$ cat config.mk
export PLATFORM = sky130hd
export DESIGN_NAME = axis_limit_stop
export DESIGN_NICKNAME = d
export VERILOG_FILES = /design/src/rtl/axis_limit_pkg.sv /design/src/rtl/limsw_filter.sv /design/src/rtl/limsw_datapath.sv /design/src/rtl/limsw_ctrl.sv /design/src/rtl/axis_limit_stop.sv
export SDC_FILE = /design/constraint.sdc
export NUM_CORES = 1
export LEC_CHECK = 0
export ABC_CLOCK_PERIOD_IN_PS = 1160
export BUFFER_PORTS_ARGS = -buffer_cell sky130_fd_sc_hd__buf_2
export CAP_MARGIN = 20
export CELL_PAD_IN_SITES_DETAIL_PLACEMENT = 1
export CELL_PAD_IN_SITES_GLOBAL_PLACEMENT = 1
export CORE_UTILIZATION = 38
export DETAILED_ROUTE_END_ITERATION = 8
export PLACE_DENSITY_LB_ADDON = 0.1
export SYNTH_ARGS = -nofsm -noshare
export SYNTH_HDL_FRONTEND = slang
export SYNTH_SLANG_ARGS = --single-unit
export TNS_END_PERCENT = 30
$ cat constraint.sdc
create_clock -name clk -period 1.16 [get_ports clk]
set_clock_uncertainty 0.1 [all_clocks]
set_input_delay 0.058 -clock clk [delete_from_list [all_inputs] [get_ports clk]]
set_output_delay 0.058 -clock clk [all_outputs]
set_load 0.05 [all_outputs]
$ cat src/rtl/axis_limit_pkg.sv
package axis_limit_pkg;
  localparam int CFG_W = 4;

  typedef struct packed {
    logic softStop;
    logic noStopRight;
    logic noStopLeft;
    logic refRight;
  } limCfg_t;

  typedef struct packed {
    logic setStop;
    logic clrStop;
    logic loadCfg;
  } ctrlStb_t;
endpackage

$ cat src/rtl/limsw_filter.sv
module limsw_filter #(
  parameter int SYNC_STAGES = 2,
  parameter int DEB_SAMPLES = 3
) (
  input  logic clk,
  input  logic rstN,
  input  logic rawIn,
  output logic level
);
  localparam int HIST_W = DEB_SAMPLES - 1;

  logic [SYNC_STAGES-1:0] syncQ;
  logic [HIST_W-1:0]      hist;
  logic [DEB_SAMPLES-1:0] window;

  assign window = {hist, syncQ[SYNC_STAGES-1]};

  always_ff @(posedge clk or negedge rstN) begin
    if (!rstN) begin
      syncQ <= '0;
      hist  <= '0;
      level <= 1'b0;
    end else begin
      syncQ <= {syncQ[SYNC_STAGES-2:0], rawIn};
      hist  <= window[HIST_W-1:0];
      if (&window)       level <= 1'b1;
      else if (~|window) level <= 1'b0;
    end
  end


  deb_agree_chk: assert property (@(posedge clk) disable iff (!rstN)
    (level != $past(level)) |-> ($past(window) == {DEB_SAMPLES{level}}));
endmodule

$ cat src/rtl/limsw_datapath.sv
module limsw_datapath
  import axis_limit_pkg::*;
#(
  parameter int SYNC_STAGES = 2,
  parameter int DEB_SAMPLES = 3
) (
  input  logic             clk,
  input  logic             rstN,
  input  logic             swLeft,
  input  logic             swRight,
  input  logic             dirPos,
  input  logic [CFG_W-1:0] cfgWord,
  input  ctrlStb_t         stb,
  output logic             debLeft,
  output logic             debRight,
  output logic             cfgNoStopLeft,
  output logic             cfgNoStopRight,
  output logic             cfgSoft,
  output logic             stopLatch,
  output logic             stopSideRight,
  output logic             refActive,
  output logic             refEvent
);
  localparam int N_SIDES = 2;

  logic [N_SIDES-1:0] rawSw;
  logic [N_SIDES-1:0] deb;
  limCfg_t            cfgQ;
  logic               refPrev;

  assign rawSw = {swRight, swLeft};

  for (genvar s = 0; s < N_SIDES; s++) begin : g_side
    limsw_filter #(.SYNC_STAGES(SYNC_STAGES), .DEB_SAMPLES(DEB_SAMPLES)) i_filter (
      .clk(clk), .rstN(rstN), .rawIn(rawSw[s]), .level(deb[s])
    );
  end

  assign debLeft        = deb[0];
  assign debRight       = deb[1];
  assign cfgNoStopLeft  = cfgQ.noStopLeft;
  assign cfgNoStopRight = cfgQ.noStopRight;
  assign cfgSoft        = cfgQ.softStop;
  assign refActive      = cfgQ.refRight ? deb[1] : deb[0];
  assign refEvent       = refActive & ~refPrev;

  always_ff @(posedge clk or negedge rstN) begin
    if (!rstN) begin
      cfgQ          <= '0;
      stopLatch     <= 1'b0;
      stopSideRight <= 1'b0;
      refPrev       <= 1'b0;
    end else begin
      refPrev <= refActive;
      if (stb.loadCfg) cfgQ <= limCfg_t'(cfgWord);
      if (stb.clrStop) begin
        stopLatch <= 1'b0;
      end else if (stb.setStop) begin
        stopLatch     <= 1'b1;
        stopSideRight <= dirPos;
      end
    end
  end


  ref_pulse_chk: assert property (@(posedge clk) disable iff (!rstN)
    refEvent |=> !refEvent);


  cfg_release_chk: assert property (@(posedge clk) disable iff (!rstN)
    stb.loadCfg |=> !stopLatch);
endmodule

$ cat src/rtl/limsw_ctrl.sv
module limsw_ctrl
  import axis_limit_pkg::*;
(
  input  logic     clk,
  input  logic     rstN,
  input  logic     debLeft,
  input  logic     debRight,
  input  logic     cfgNoStopLeft,
  input  logic     cfgNoStopRight,
  input  logic     stopLatch,
  input  logic     stopSideRight,
  input  logic     dirPos,
  input  logic     velNonZero,
  input  logic     cfgWrite,
  output ctrlStb_t stb
);
  logic hitRight, hitLeft, hitAhead, reversing;

  assign hitRight  = debRight & ~cfgNoStopRight;
  assign hitLeft   = debLeft & ~cfgNoStopLeft;
  assign hitAhead  = velNonZero & (dirPos ? hitRight : hitLeft);
  assign reversing = stopLatch & velNonZero & (dirPos != stopSideRight);

  always_comb begin
    stb         = '0;
    stb.loadCfg = cfgWrite;
    stb.setStop = hitAhead & ~cfgWrite;
    stb.clrStop = cfgWrite | (reversing & ~hitAhead);
  end


  dir_side_chk: assert property (@(posedge clk) disable iff (!rstN)
    $rose(stopLatch) |-> ($past(dirPos) ? ($past(debRight) && !$past(cfgNoStopRight))
                                        : ($past(debLeft) && !$past(cfgNoStopLeft))));


  no_vel_chk: assert property (@(posedge clk) disable iff (!rstN)
    $rose(stopLatch) |-> $past(velNonZero));
endmodule

$ cat src/rtl/axis_limit_stop.sv
module axis_limit_stop
  import axis_limit_pkg::*;
#(
  parameter int SYNC_STAGES = 2,
  parameter int DEB_SAMPLES = 3
) (
  input  logic             clk,
  input  logic             rstN,
  input  logic             swLeft,
  input  logic             swRight,
  input  logic             dirPos,
  input  logic             velNonZero,
  input  logic             cfgWrite,
  input  logic [CFG_W-1:0] cfgWord,
  output logic             stopReq,
  output logic             stopSoft,
  output logic             refActive,
  output logic             refEvent
);
  ctrlStb_t stb;
  logic debLeft, debRight, noStopL, noStopR, cfgSoft, stopLatch, stopSideRight;

  limsw_datapath #(.SYNC_STAGES(SYNC_STAGES), .DEB_SAMPLES(DEB_SAMPLES)) i_dp (
    .clk(clk), .rstN(rstN), .swLeft(swLeft), .swRight(swRight), .dirPos(dirPos),
    .cfgWord(cfgWord), .stb(stb), .debLeft(debLeft), .debRight(debRight),
    .cfgNoStopLeft(noStopL), .cfgNoStopRight(noStopR), .cfgSoft(cfgSoft),
    .stopLatch(stopLatch), .stopSideRight(stopSideRight),
    .refActive(refActive), .refEvent(refEvent)
  );

  limsw_ctrl i_ctrl (
    .clk(clk), .rstN(rstN), .debLeft(debLeft), .debRight(debRight),
    .cfgNoStopLeft(noStopL), .cfgNoStopRight(noStopR), .stopLatch(stopLatch),
    .stopSideRight(stopSideRight), .dirPos(dirPos), .velNonZero(velNonZero),
    .cfgWrite(cfgWrite), .stb(stb)
  );

  assign stopReq  = stopLatch;
  assign stopSoft = stopLatch & cfgSoft;


  soft_needs_stop_chk: assert property (@(posedge clk) disable iff (!rstN)
    stopSoft |-> stopReq);
endmodule

==> impl_metrics.toml, run 1 <==
[outcome]
status = "finished, violations left"
violations = "negative setup slack"

[sta]
max_slew_margin_pct = 75.5
finalHoldViolCount = 0
max_freq_mhz = 692
finalSetupTns_ns = -0.542
min_period_ns = 1.45
setup_viol = 3
rsz0062_at_grt = "yes"
setup_ws_ns = -0.286
slew_violations = 0
period_share_pct = 125
tightestPinTransition_ns = 0.368

[cells_and_area]
drive_above_1_share_pct = 32.4
top_regs = "i_dp.g_side.i_filter.hist: 4 flops, i_dp.g_side.i_filter.syncQ: 4 flops, i_dp.g_side.i_filter.level: 2 flops"
final_cell_mix = "dfrtp_1 (17), buf_2 (12), dlygate4sd3_1 (10), inv_1 (5), o21ai_0 (5)"
fill_cells = 167
nets = 86
final_util_pct = 57.1
final_common_cell = "dfrtp_1"
antennaDiodeCount = 0
area_growth_pct = 41.6
layout.cells.non_filler = 90

[route]
routed_via_density = 4.73
wl_mm = 1.06
wl_per_cell_microns = 11.8
dr.pass1.iters = 2
drtIter0Drc = 4
via_count = 426
drc = 0
drtAntennaViolNets = 0

[pwr]
vdd_drop_max_v = 0.000935
powerDensity_mw_per_mm2 = 1460
power.leakage_uw = 0.000403

[floorplan]
dieArea_sq_mm = 0.00176
die_w_microns = 42.0
coreArea_sq_mm = 0.00151
rows = 14
ioPinCount = 15
start_util_pct = 40.3
die_h_microns = 42.0

[clock_tree]
clockBufferDepth = 2
root_buffer = "clkbuf_4"
cts_tree = "built"
clk_pin_slew_ns = 0.10
clock-sinks = 17
cts_post_setup_buffers_inserted = 0
clock_latency_ns = 0.30
ctsHtreeMaxLevel = 1
numCtsBuffers = 3

[worst_setup_path]
critPathCaptureType = "primary output"
critPathMaxFanout = 3
worst-setup-path-type = "reg2out"
cp.required_ns = 1.00
arrival_ns = 1.29
crit_chain = "mux2_4, nor2b_4, buf_6"
worstRegToRegCells = 3
r2r_start = "i_dp.g_side[1].i_filter.level"
slowest_delay_ns = 0.41
r2r-end = "i_dp.stopSideRight"
r2r_setup_slack_ns = 0.08
critPathLaunchType = "flip-flop"
crit_path_top_delay_cell = "dfrtp_1"

[placement]
portBuffers = 14
dp_hpwl_microns = 694
place_ws_ns = -0.00676
gp_congestion = 0.696
placedCellCount = 76

[job]
max_cap_viol_count = 0

[hold_path]
worstHoldPathType = "in2async"

[global_route]
grt_max_degree = 18
grt_pass1_vias = 409
antenna_found_initial = 0
grt-ovfl-total = 0
track_usage_pct = 14.5
grt_pass1_wl_mm = 1.73

[synth]
ys_types = 15
yosysWarnings = 0
syn-num-nets = 56
synth-seq-cells = 17
ys_seq_area_share_pct = 70.1
avgSynthCellArea_sq_um = 13.5
syn_area_sq_um = 607
netlist_instances = 45
where the power goes:
group / switching, uW / internal (uW) / total [uW]
clock: 197 / 132 / 328
combinational: 133 / 116 / 249
sequential: 32.0 / 648 / 679
per-stage QoR:
step,instance area (sq um),hold WS [ns],power [uW]
floorplan,619,-0.338,834
global placement,717,-0.105,902
detailed placement,717,-0.106,906
CTS,860,0.0923,1280
global route,860,0.104,1330
finish,860,0.0917,1260
what timing repair did:
action | 4_1_cts | 5_1_grt
setup endpoints to repair | 3 | 3
hold buffers | 10 | 0
hold endpoints to repair | 25 | 0
gates resized for setup | 4 | 0
cells in the mapped netlist:
| master | instances | area (sq um) |
|---|---|---|
| o21ai_0 | 5 | 25.0 |
| dfrtp_1 | 17 | 425 |
| o2111ai_1 | 1 | 8.76 |
| o21ai_2 | 1 | 8.76 |
| xor2_1 | 1 | 8.76 |
| inv_1 | 5 | 18.8 |
| a211o_1 | 1 | 8.76 |
| and2_1 | 1 | 6.26 |
| a21oi_1 | 3 | 15.0 |
| nor2b_1 | 3 | 18.8 |
| mux2_1 | 2 | 22.5 |
| nand2_1 | 1 | 3.75 |
| o21ai_1 | 1 | 5.00 |
| mux2_2 | 2 | 22.5 |
| o2bb2ai_1 | 1 | 8.76 |
cell families after synthesis:
group                     share of synthesized area [%]
xor gates and xnor gates                           1.44
and+or+nand+nor                                    4.74
AOI/OAI and AO/OA                                  13.2
DFF                                                70.1
buffers and inverters                              3.09
muxes                                              7.42
worst max-delay path: cells and delay by family, from the launching register on:
family / cells / cell delay, ns
DFF: 1 / 0.41
muxes: 1 / 0.31
buffers and inverters: 1 / 0.14
and+or+nand+nor: 1 / 0.13
cell type report:
type	count	area (sq um)	area share (%)
Clock buffer	3	22.5	2.62
Clock inverter	1	7.51	0.873
Inverter	5	18.8	2.18
Multi-Input combinational cell	23	175	20.4
Sequential cell	17	425	49.5
Tap cell	16	20.0	2.33
Timing Repair Buffer	25	190	22.1
worst max path at each step:
stage                       from        to  cells after the start
global placement    i_dp.cfgQ[0]  refEvent                      3
floorplan           i_dp.cfgQ[0]  refEvent                      2
CTS                 i_dp.cfgQ[0]  refEvent                      3
global route        i_dp.cfgQ[0]  refEvent                      3
detailed placement  i_dp.cfgQ[0]  refEvent                      3
finish              i_dp.cfgQ[0]  refEvent                      3
metal layers:
metal | global-route usage, % | routed length, microns | vias up
li1 | - | - | 211
met1 | 16.3 | 528 | 197
met2 | 20.9 | 442 | 13
met3 | 5.22 | 47 | 5
met4 | 13.5 | 40 | 0
met5 | 0 | 0 | -
Power figures use the tool's default switching activity.
==> run 2: changes to the inputs <==
Settings changed: REMOVE_ABC_BUFFERS set to 1, SLEW_MARGIN set to 20.
==> impl_metrics.toml, run 2 (same netlist as run 1, synthesis figures left out) <==
[outcome]
status = "finished, violations left"
violations = "negative setup slack"

[sta]
setup_ws_ns = -0.270
setup_viol = 2
period_share_pct = 123
finalHoldViolCount = 0
whs_ns = 0.0969
max_freq_mhz = 699
min_period_ns = 1.43
max_slew_margin_pct = 75.0
rsz0062_at_grt = "yes"
tightestPinTransition_ns = 0.374
slew_violations = 0

[worst_setup_path]
worst-setup-path-type = "reg2out"
critPathLaunchType = "flip-flop"
arrival_ns = 1.27
critPathMaxFanout = 3
critPathCaptureType = "primary output"
cp.required_ns = 1.00
r2r_setup_slack_ns = 0.05

[route]
wl_mm = 1.25
drtAntennaViolNets = 0
drtIter0Drc = 0
dr.pass1.iters = 1
via_count = 451
drc = 0
wl_per_cell_microns = 13.2
routed_via_density = 4.75

[cells_and_area]
layout.cells.non_filler = 95
top_regs = "i_dp.g_side.i_filter.hist: 4 flops, i_dp.g_side.i_filter.syncQ: 4 flops, i_dp.g_side.i_filter.level: 2 flops"
fill_cells = 157
area_growth_pct = 49.3
final_common_cell = "dfrtp_1"
seq_area_sq_um = 425
final_cell_mix = "dfrtp_1 (17), dlygate4sd3_1 (13), buf_2 (12), inv_1 (5), o21ai_0 (5)"
multi_input_area_sq_um = 176
antennaDiodeCount = 0
drive_above_1_share_pct = 32.9
nets = 91
final_util_pct = 60.1

[clock_tree]
clock_latency_ns = 0.29
ctsHtreeMaxLevel = 1
clock-sinks = 17
clockBufferDepth = 2
cts_tree = "built"
clk_pin_slew_ns = 0.10
root_buffer = "clkbuf_4"
numCtsBuffers = 3

[floorplan]
ioPinCount = 15
die_h_microns = 42.0
coreArea_sq_mm = 0.00151
start_util_pct = 40.3
dieArea_sq_mm = 0.00176
die_w_microns = 42.0
rows = 14

[pwr]
powerDensity_mw_per_mm2 = 1420
power.leakage_uw = 0.000425
vdd_drop_max_v = 0.00110

[job]
max_cap_viol_count = 0

[placement]
place_ws_ns = 0.00208
placedCellCount = 77
dp_hpwl_microns = 778
gp_congestion = 0.662
portBuffers = 14

[global_route]
grt-ovfl-total = 0
track_usage_pct = 18.0
grt_pass1_wl_mm = 2.20
grt_pass1_vias = 503
antenna_found_initial = 0
grt_max_degree = 18

[hold_path]
worstHoldPathType = "in2async"
[run 2: final cells by class]
cell class	count	share of cell area, %
Inverter	5	2.07
Clock inverter	1	0.829
Tap cell	16	2.21
Clock buffer	3	2.49
Timing Repair Buffer	30	26.0
Multi-Input combinational cell	23	19.5
Sequential cell	17	47.0
[run 2: worst paths after layout]
path / cells past startpoint / to / from
worst max register to register: 3 / i_dp.stopLatch / i_dp.stopSideRight
worst max-delay path: 3 / refEvent / i_dp.cfgQ[0]
worst min-delay path: 2 / i_dp.stopSideRight / rstN
max in group asynchronous: 2 / i_dp.g_side[0].i_filter.syncQ[1] / rstN
worst min register to register: 0 / i_dp.g_side[0].i_filter.syncQ[1] / i_dp.g_side[0].i_filter.syncQ[0]
min in group clk: 4 / i_dp.stopSideRight / cfgWrite
[run 2: worst max-delay path: stages (launching register included)]
cell	delay [ns]
dfrtp_1	0.40
mux2_4	0.31
nor2b_4	0.13
buf_6	0.14
[run 2: metal layers]
layer | up-vias | GRT usage [%] | wire length (microns)
met3 | 0 | 7.83 | 60
met2 | 12 | 32.5 | 677
met1 | 221 | 19.1 | 514
met4 | 0 | 3.87 | 0
met5 | - | 0 | 0
li1 | 218 | - | -
[run 2: what timing repair did]
action,CTS,global route
setup buffers,0,1
resized for setup,8,0
endpoints found under the setup margin,3,5
hold buffers,13,0
hold endpoints to repair,25,0
[run 2: power by group]
group          total, uW  switching (uW)  internal, uW
clock                321             190           131
sequential           685            37.9           648
combinational        277             142           135
[run 2: through the flow]
step / setup TNS [ns] / total power, uW / cell area [sq um]
5_1_grt: -0.664 / 1370 / 906
4_1_cts: -0.518 / 1290 / 898
3_3_place_gp: 0 / 896 / 712
3_5_place_dp: 0 / 903 / 712
6_report: -0.481 / 1280 / 906
2_1_floorplan: -0.645 / 818 / 607
